[config.mk]
export PLATFORM = sky130hd
export DESIGN_NAME = tdma_tx_gate
export DESIGN_NICKNAME = d
export VERILOG_FILES = /design/src/rtl/tdma_gate_pkg.sv /design/src/rtl/tdma_sat_counter.sv /design/src/rtl/tdma_slot_gate.sv /design/src/rtl/tdma_tx_gate.sv
export SDC_FILE = /design/constraint.sdc
export NUM_CORES = 1
export LEC_CHECK = 0
export ABC_AREA = 1
export BUFFER_PORTS_ARGS = -buffer_cell sky130_fd_sc_hd__buf_2
export CORE_UTILIZATION = 55
export CTS_BUF_LIST = sky130_fd_sc_hd__clkbuf_4 sky130_fd_sc_hd__clkbuf_8
export DETAILED_ROUTE_END_ITERATION = 7
export PLACE_DENSITY = 0.82
export SYNTH_ARGS = -nofsm -noshare
export SYNTH_HDL_FRONTEND = slang
export SYNTH_SLANG_ARGS = --single-unit
[constraint.sdc]
create_clock -name clk -period 6.5 [get_ports clk]
set_input_delay 0.65 -clock clk [delete_from_list [all_inputs] [get_ports clk]]
set_output_delay 0.65 -clock clk [all_outputs]
set_load 0.02 [all_outputs]
[src/rtl/tdma_gate_pkg.sv]
package tdma_gate_pkg;

   localparam int SLOTS = 2;

   typedef enum logic [1:0] {
      SLOT_CODE_NONE  = 2'd0,
      SLOT_CODE_FIRST = 2'd1,
      SLOT_CODE_SECOND = 2'd2,
      SLOT_CODE_BAD   = 2'd3
   } slot_code_e;

   // One-hot slot select for a slot code; all zeros when the code is invalid.
   function automatic logic [SLOTS-1:0] slot_onehot(input logic [1:0] code);
      logic [SLOTS-1:0] sel;
      case (slot_code_e'(code))
         SLOT_CODE_FIRST:  sel = 2'b01;
         SLOT_CODE_SECOND: sel = 2'b10;
         default:          sel = 2'b00;
      endcase
      return sel;
   endfunction

endpackage

[src/rtl/tdma_sat_counter.sv]
module tdma_sat_counter #(
   parameter int W = 6
) (
   input  logic         clk,
   input  logic         rst_n,
   input  logic         clr,
   input  logic         inc,
   output logic [W-1:0] count
);

   localparam logic [W-1:0] MAX_VAL = {W{1'b1}};

   always_ff @(posedge clk or negedge rst_n) begin
      if (!rst_n)
         count <= '0;
      else if (clr)
         count <= '0;
      else if (inc && (count != MAX_VAL))
         count <= count + 1'b1;
   end

endmodule

[src/rtl/tdma_slot_gate.sv]
module tdma_slot_gate #(
   parameter int FILL_W       = 10,
   parameter int CNT_W        = 6,
   parameter int FRAME_BYTES  = 33,
   parameter int ABORT_FRAMES = 6
) (
   input  logic              clk,
   input  logic              rst_n,
   input  logic              ctl_clr,
   input  logic              burst_inc,
   input  logic              abort_hit,
   input  logic              global_ok,
   input  logic [FILL_W-1:0] fill,
   input  logic [FILL_W-1:0] free,
   output logic              send,
   output logic              aflag,
   output logic [FILL_W-1:0] space
);

   localparam logic [FILL_W-1:0] FRAME_LVL = FILL_W'(FRAME_BYTES);
   localparam logic [FILL_W-1:0] SLOT_DIV  = FILL_W'(FRAME_BYTES + 2);
   localparam logic [CNT_W-1:0]  MUTE_LVL  = CNT_W'(ABORT_FRAMES);

   logic [CNT_W-1:0] abort_cnt;
   logic             aflag_q;

   tdma_sat_counter #(.W(CNT_W)) u_abort_cnt (
      .clk   (clk),
      .rst_n (rst_n),
      .clr   (ctl_clr | abort_hit),
      .inc   (burst_inc),
      .count (abort_cnt)
   );

   always_ff @(posedge clk or negedge rst_n) begin
      if (!rst_n)
         aflag_q <= 1'b0;
      else if (ctl_clr)
         aflag_q <= 1'b0;
      else if (abort_hit)
         aflag_q <= 1'b1;
   end

   always_comb begin
      send  = global_ok && (fill >= FRAME_LVL) && (abort_cnt >= MUTE_LVL);
      aflag = aflag_q;
      space = free / SLOT_DIV;
   end

endmodule

[src/rtl/tdma_tx_gate.sv]
module tdma_tx_gate
   import tdma_gate_pkg::*;
#(
   parameter int FILL_W         = 10,
   parameter int CNT_W          = 6,
   parameter int FRAME_BYTES    = 33,
   parameter int STARTUP_FRAMES = 20,
   parameter int ABORT_FRAMES   = 6
) (
   input  logic                    clk,
   input  logic                    rst_n,
   input  logic                    ctl_wr,
   input  logic                    ctl_run,
   input  logic                    burst_stb,
   input  logic                    abort_req,
   input  logic [1:0]              abort_slot,
   input  logic                    rx_slot,
   input  logic [2*FILL_W-1:0]     fifo_fill,
   input  logic [2*FILL_W-1:0]     fifo_free,
   output logic [1:0]              send_payload,
   output logic                    at_flag,
   output logic [1:0]              abort_flag,
   output logic                    abort_err,
   output logic [2*FILL_W-1:0]     space_frames
);

   localparam int               CNT_MAX   = (1 << CNT_W) - 1;
   localparam logic [CNT_W-1:0] START_LVL = CNT_W'(STARTUP_FRAMES);

   if (STARTUP_FRAMES > CNT_MAX) begin : g_bad_startup
      $error("STARTUP_FRAMES does not fit in CNT_W bits");
   end
   if (ABORT_FRAMES > CNT_MAX) begin : g_bad_abort
      $error("ABORT_FRAMES does not fit in CNT_W bits");
   end
   if (FRAME_BYTES + 2 >= (1 << FILL_W)) begin : g_bad_frame
      $error("FRAME_BYTES too large for FILL_W");
   end

   logic              run_q;
   logic              err_q;
   logic [CNT_W-1:0]  frame_cnt;
   logic [SLOTS-1:0]  abort_sel;
   logic              burst_inc;
   logic              global_ok;
   logic              started;
   logic [FILL_W-1:0] rx_fill;

   always_comb begin
      abort_sel = abort_req ? slot_onehot(abort_slot) : '0;
      burst_inc = burst_stb && run_q;
      started   = (frame_cnt >= START_LVL);
      global_ok = run_q && started;
   end

   always_ff @(posedge clk or negedge rst_n) begin
      if (!rst_n) begin
         run_q <= 1'b0;
         err_q <= 1'b0;
      end else begin
         if (ctl_wr)
            run_q <= ctl_run;
         err_q <= abort_req && (slot_onehot(abort_slot) == '0);
      end
   end

   tdma_sat_counter #(.W(CNT_W)) u_frame_cnt (
      .clk   (clk),
      .rst_n (rst_n),
      .clr   (ctl_wr),
      .inc   (burst_inc),
      .count (frame_cnt)
   );

   for (genvar s = 0; s < SLOTS; s++) begin : g_slot
      tdma_slot_gate #(
         .FILL_W       (FILL_W),
         .CNT_W        (CNT_W),
         .FRAME_BYTES  (FRAME_BYTES),
         .ABORT_FRAMES (ABORT_FRAMES)
      ) u_gate (
         .clk       (clk),
         .rst_n     (rst_n),
         .ctl_clr   (ctl_wr),
         .burst_inc (burst_inc),
         .abort_hit (abort_sel[s]),
         .global_ok (global_ok),
         .fill      (fifo_fill[s*FILL_W +: FILL_W]),
         .free      (fifo_free[s*FILL_W +: FILL_W]),
         .send      (send_payload[s]),
         .aflag     (abort_flag[s]),
         .space     (space_frames[s*FILL_W +: FILL_W])
      );
   end

   always_comb begin
      rx_fill   = rx_slot ? fifo_fill[FILL_W +: FILL_W] : fifo_fill[0 +: FILL_W];
      at_flag   = started && (rx_fill != '0);
      abort_err = err_q;
   end

endmodule

Yosys cells after proc, flatten, opt, wreduce, memory -nomap -nowiden

Cells that the tools add are included.

Register bits after elaboration: 22
Input bits: 49
Output and inout bits: 26

$add $sub $neg: 3
Div/mod/pow operators: 2
Magnitude comparators: 5
Equality and inequality tests: 5
Muxes and demuxes: 13
Bitwise gates (word level): 2
Reductions and logical operators: 18

Operators by type and width:

| operator                                                                              | count |
|---|---|
| 6-bit two-way mux                                                                     | 6 |
| 10-bit by 6-bit divider with 10-bit output (second input constant)                    | 2 |
| 10-bit by 6-bit greater-or-equal comparator with 1-bit output (second input constant) | 2 |
| 6-bit by 1-bit adder with 6-bit output (second input constant)                        | 3 |
| 6-bit != test (second input constant)                                                 | 3 |
| 6-bit by 3-bit greater-or-equal comparator with 1-bit output (second input constant)  | 2 |
| 1-bit logical AND                                                                     | 11 |
| 10-bit two-way mux                                                                    | 1 |
| 10-bit nonzero test                                                                   | 1 |
| 2-bit nonzero test                                                                    | 5 |
| 6-bit by 5-bit greater-or-equal comparator with 1-bit output (second input constant)  | 1 |
| 1-bit two-way mux                                                                     | 4 |
| 2-bit case mux with 2 select lines                                                    | 1 |
| 2-bit by 1-bit == test with 1-bit output (second input constant)                      | 1 |
| 2-bit == test (second input constant)                                                 | 1 |
| 2-bit logical NOT                                                                     | 1 |
| 2-bit two-way mux                                                                     | 1 |
| 1-bit bitwise OR                                                                      | 2 |

Longest topological paths before layout

Depth after elaboration: 5
Mapped depth: 34
Gate-level depth less buffers: 34

Cells and area by module

Synthesis repeated with hierarchy kept, for this count alone.

Cells, all modules: 596
Area, all modules: 3433.3 um2

Modules (own cells, without submodules):

| module           | times used | cells an instance | area an instance (um2) |
|---|---|---|---|
| tdma_slot_gate   | 2          | 195               | 1004.7 |
| tdma_sat_counter | 3          | 52                | 386.6 |
| tdma_tx_gate     | 1          | 50                | 264.0 |

Least setup slack after synthesis

Ideal clock, no wire load.

Path kind: input-to-output
From: input fifo_free[17]
To: output space_frames[10]
Arrival: 3333 ps
Required time: 5850 ps
Path slack: 2517 ps
Stages: 32
Path buffers: 0
Path through: inv_1 > nand2_1 > inv_1 > nand3_2 > nand2_2 > inv_2 > nand2_1 > nand2_2 > inv_2 > nand2_4 > nand2_4 > nand2_8 > nand2_8 > nor2_1 > a31oi_2 > nand2_4 > nand2_4 > nand2_2 > nand2_1 > inv_1 > ha_1 > inv_1 > nand3_1 > inv_2 > nand2_4 > nand2_4 > nand3_4 > nand2_1 > nand2_1 > clkinv_1 > nand2_1 > nand2_1

Cells in the longest elaborated chain, start to end: 1

Ends and longest elaborated chain:

| element                                    | line                 | text |
|---|---|---|
| start: declaration                         | tdma_tx_gate.sv:19   | `input logic [2*FILL_W-1:0] fifo_free,` |
| 10-bit by 6-bit divider with 10-bit output | tdma_slot_gate.sv:47 | `space = free / SLOT_DIV;` |
| end: declaration                           | tdma_tx_gate.sv:24   | `output logic [2*FILL_W-1:0] space_frames` |

Every way passes these cells.

Worst setup path after layout

Ends and elaborated chain as after synthesis.

==> run summary <==
- **initial standard-cell utilization of the core** 58.8%
- **total via count in the routed design** 3,110
- **data required time at the worst endpoint** 5.85 ns
- **post-cts sizing count** 0
- **reg2reg end** g_slot[0].u_gate.u_abort_cnt.count[5]
- **global-route total usage across every layer** 22.7%
- **Ant. Diodes** 0
- **setup skew after layout** 0.00620 ns
- **Synth Warn #** 0
- **CORE AREA** 0.00524 mm²
- **IO Port Bufs** 64
- **maximum count of clock buffers along a single path** 2
- **sink count of the clock tree** 22
- **placed standard-cell area** 0.00342 mm²
- **Slowest-stage cell, CP** sky130_fd_sc_hd__o21ai_2
- **cts bufs inserted** 3
- **final setup fails** 0
- **number of nets in the layout** 608
- **die extent in x** 76.8 µm
- **count of pins over their slew limit** 0
- **root buffer selected by CTS** sky130_fd_sc_hd__clkbuf_8
- **number of antenna violations at the first check in global routing** 0
- **highest fanout seen on the critical path** 9
- **buffers inserted by post-CTS timing repair** 0
- **final hold vios** 0
- **count of buffering cells on the critical path with inverters included** 8
- **Avg Cell Area, Syn** 6.35 µm²
- **total wire length after detailed routing** 6470 µm
- **status** finished, final reports clean
- **power per cell area** 192 mW/mm²
- **path depth of the worst reg2reg path** 10
- **DRC Markers** 0
- **first-pass GRT wire length** 11,500 µm
- **total standard cell area after synthesis** 0.00308 mm²
- **Switching Fraction** 46.5%
- **worst slew pin tran** 0.510 ns
- **area of all placed cells without fillers** 0.00349 mm²
- **routability congestion estimate from global placement** 0.917
- **part of the cycle the worst path needs** 65.7%
- **via-per-instance ratio** 5.03
- **H-Tree Level Count** 1
- **Max Clock Freq** 234 MHz
- **sum of overflow across all layers after global routing** 0
- **largest vdd supply drop** 0.000150 V
- **Crit Path Class** input port to output port
- **number of primary I/O pins** 75
- **Critical Path End Type** output port
- **vias in the first global route** 2,804
- **cell internal power dissipation** 358 µW
- **vertical die dimension** 76.8 µm
- **worst slack after detailed placement** 2.25 ns
- **gate family responsible for the most delay along the worst path** simple AND/OR/NAND/NOR gates
- **share of total power in combinational logic** 59.0%
- **#FFs+latches synth** 22
- **relative slew slack** 66.0%
- **number of buffers added to fix hold violations after cts** 0
- **Worst path max stage delay** 0.23 ns
- **DR iter-0 viols** 130
- **clock period minus worst slack** 4.27 ns
- **die outline area** 0.00590 mm²
- **TritonCTS clock tree** yes
- **worst hold-check slack** 0.337 ns
- **Reg clk slew, reported paths** 0.09 ns
- **reported leakage power** 0.00196 µW
- **num rows** 26
- **post-synth cell types** 40
- **Detail Route Antenna Nets** 0
- **commonest non-fill, non-tap cells in the layout** sky130_fd_sc_hd__nand2_1 (128), sky130_fd_sc_hd__inv_1 (74), sky130_fd_sc_hd__buf_2 (64), sky130_fd_sc_hd__nand3_1 (43), sky130_fd_sc_hd__nor2_1 (29)
- **CP Data Arrival Time** 3.62 ns
- **RSZ-0062 raised after global routing** false
- **clock latency at the later pin of the worst-skew pair** 0.27 ns
- **final routed wire length divided by cell count** 10.5 µm
- **share of layout cells above drive strength 1** 26.1%
- **worst hold path class** input port to asynchronous set/reset pin
- **final setup slack of the worst path** 2.23 ns
- **share of power burned in the clock network** 19.4%
- **most used cell along the critical path** sky130_fd_sc_hd__nand2_1
- **setup TNS** 0 ns
- **register area share after synthesis** 17.9%
- **relative area change from synthesis to final layout** 13.2%
- **FF-to-FF setup slack** 4.45 ns
- **number of cells produced by synthesis** 485
- **Pwr Total** 670 µW
- **maximum number of pins on one net before global-route repair** 23
- **Switch Pwr** 311 µW
- **DP HPWL** 5440 µm
- **MaxCap Viol Count** 0
- **part of the power in registers** 21.6%
- **most common cell after layout, fill and taps aside** sky130_fd_sc_hd__nand2_1
- **DR pass1 iterations** 4
- **reg-to-reg critical path startpoint** g_slot[0].u_gate.u_abort_cnt.count[1]
- **type of origin of the critical path** input port
==> Yosys cell counts <==
cell,n,area [µm²]
sky130_fd_sc_hd__o21ai_1,2,10.0
sky130_fd_sc_hd__nand2_8,2,40.0
sky130_fd_sc_hd__conb_1,1,3.75
sky130_fd_sc_hd__a211oi_1,2,15.0
sky130_fd_sc_hd__nor3_1,9,45.0
sky130_fd_sc_hd__a2111oi_0,2,17.5
sky130_fd_sc_hd__nand3_4,3,52.6
sky130_fd_sc_hd__nand4_1,15,93.8
sky130_fd_sc_hd__a21oi_1,20,100
sky130_fd_sc_hd__and3_1,1,6.26
sky130_fd_sc_hd__clkinv_1,2,7.51
sky130_fd_sc_hd__nand3_2,7,70.1
sky130_fd_sc_hd__nand3_1,43,215
sky130_fd_sc_hd__or2_1,3,18.8
sky130_fd_sc_hd__o21ai_2,2,17.5
sky130_fd_sc_hd__a21oi_2,2,17.5
sky130_fd_sc_hd__nor2_4,3,33.8
sky130_fd_sc_hd__xnor2_1,5,43.8
sky130_fd_sc_hd__dfrtp_1,22,551
sky130_fd_sc_hd__o21ai_4,1,16.3
sky130_fd_sc_hd__nor2_2,2,12.5
sky130_fd_sc_hd__ha_1,10,125
sky130_fd_sc_hd__buf_4,14,105
sky130_fd_sc_hd__inv_1,74,278
sky130_fd_sc_hd__a21o_1,1,7.51
sky130_fd_sc_hd__nand2_1,128,480
sky130_fd_sc_hd__nor2_8,1,20.0
sky130_fd_sc_hd__a221oi_1,2,17.5
sky130_fd_sc_hd__nand3b_1,2,15.0
sky130_fd_sc_hd__nor2_1,29,109
sky130_fd_sc_hd__a31oi_2,1,12.5
sky130_fd_sc_hd__nand2_2,24,150
sky130_fd_sc_hd__nand4_4,1,21.3
sky130_fd_sc_hd__or2_2,1,6.26
sky130_fd_sc_hd__o21ai_0,14,70.1
sky130_fd_sc_hd__a22oi_1,1,7.51
sky130_fd_sc_hd__nor4_1,4,25.0
sky130_fd_sc_hd__inv_2,10,37.5
sky130_fd_sc_hd__xor2_1,4,35.0
sky130_fd_sc_hd__nand2_4,15,169
==> through the flow <==
stage	cells	util (%)
after detailed placement	614	65.2
final	618	66.6
after floorplan	494	-
after global placement	614	65.2
after global routing	618	66.6
after CTS	618	66.6
==> state kept, by name, indices dropped and copies added, names as in the netlist <==
register                         flops
abort_err                            1
g_slot.u_gate.aflag                  2
g_slot.u_gate.u_abort_cnt.count     12
run_q                                1
u_frame_cnt.count                    6
==> cell families after synthesis <==
group,Yosys count,synth area share [%]
AOI/OAI and AO/OA,50,10.0
xor gates and xnor gates,9,2.56
adders and majority gates,10,4.06
buffers and inverters,100,13.9
DFF,22,17.9
other,1,0.122
and+or+nand+nor,293,51.4
==> worst max-delay path by stage <==
stage	from	slack (ns)	cells past startpoint	endpoint
3_3_place_gp	fifo_free[17]	2.33	31	space_frames[10]
4_1_cts	fifo_free[17]	2.24	33	space_frames[10]
2_1_floorplan	fifo_free[17]	2.52	32	space_frames[10]
6_report	fifo_free[17]	2.23	31	space_frames[10]
3_5_place_dp	fifo_free[17]	2.25	33	space_frames[10]
5_1_grt	fifo_free[17]	1.83	31	space_frames[10]
==> final cells by class <==
class	count	area [µm²]
sequential	22	551
clock inverter	1	30.0
clock buffer	3	41.3
fill	489	1750
tap	70	87.6
multi-input combinational	372	2130
timing repair buffer	64	320
inverter	86	323
==> per-layer routing <==
layer / global-route usage (%) / wire length [µm] / vias to the layer above
met5: 0 / 0 / -
met2: 39.3 / 3100 / 60
met3: 1.43 / 176 / 4
met1: 31.2 / 3170 / 1391
met4: 3.46 / 36 / 0
li1: - / - / 1655
==> power by group through the flow <==
stage               sequential, µW  clock [µW]  combinational, µW
floorplan                      147           0                316
global placement               147           0                386
detailed placement             147           0                393
CTS                            144         132                395
global route                   145         139                447
finish                         144         130                395
Power figures use the tool's default switching activity.
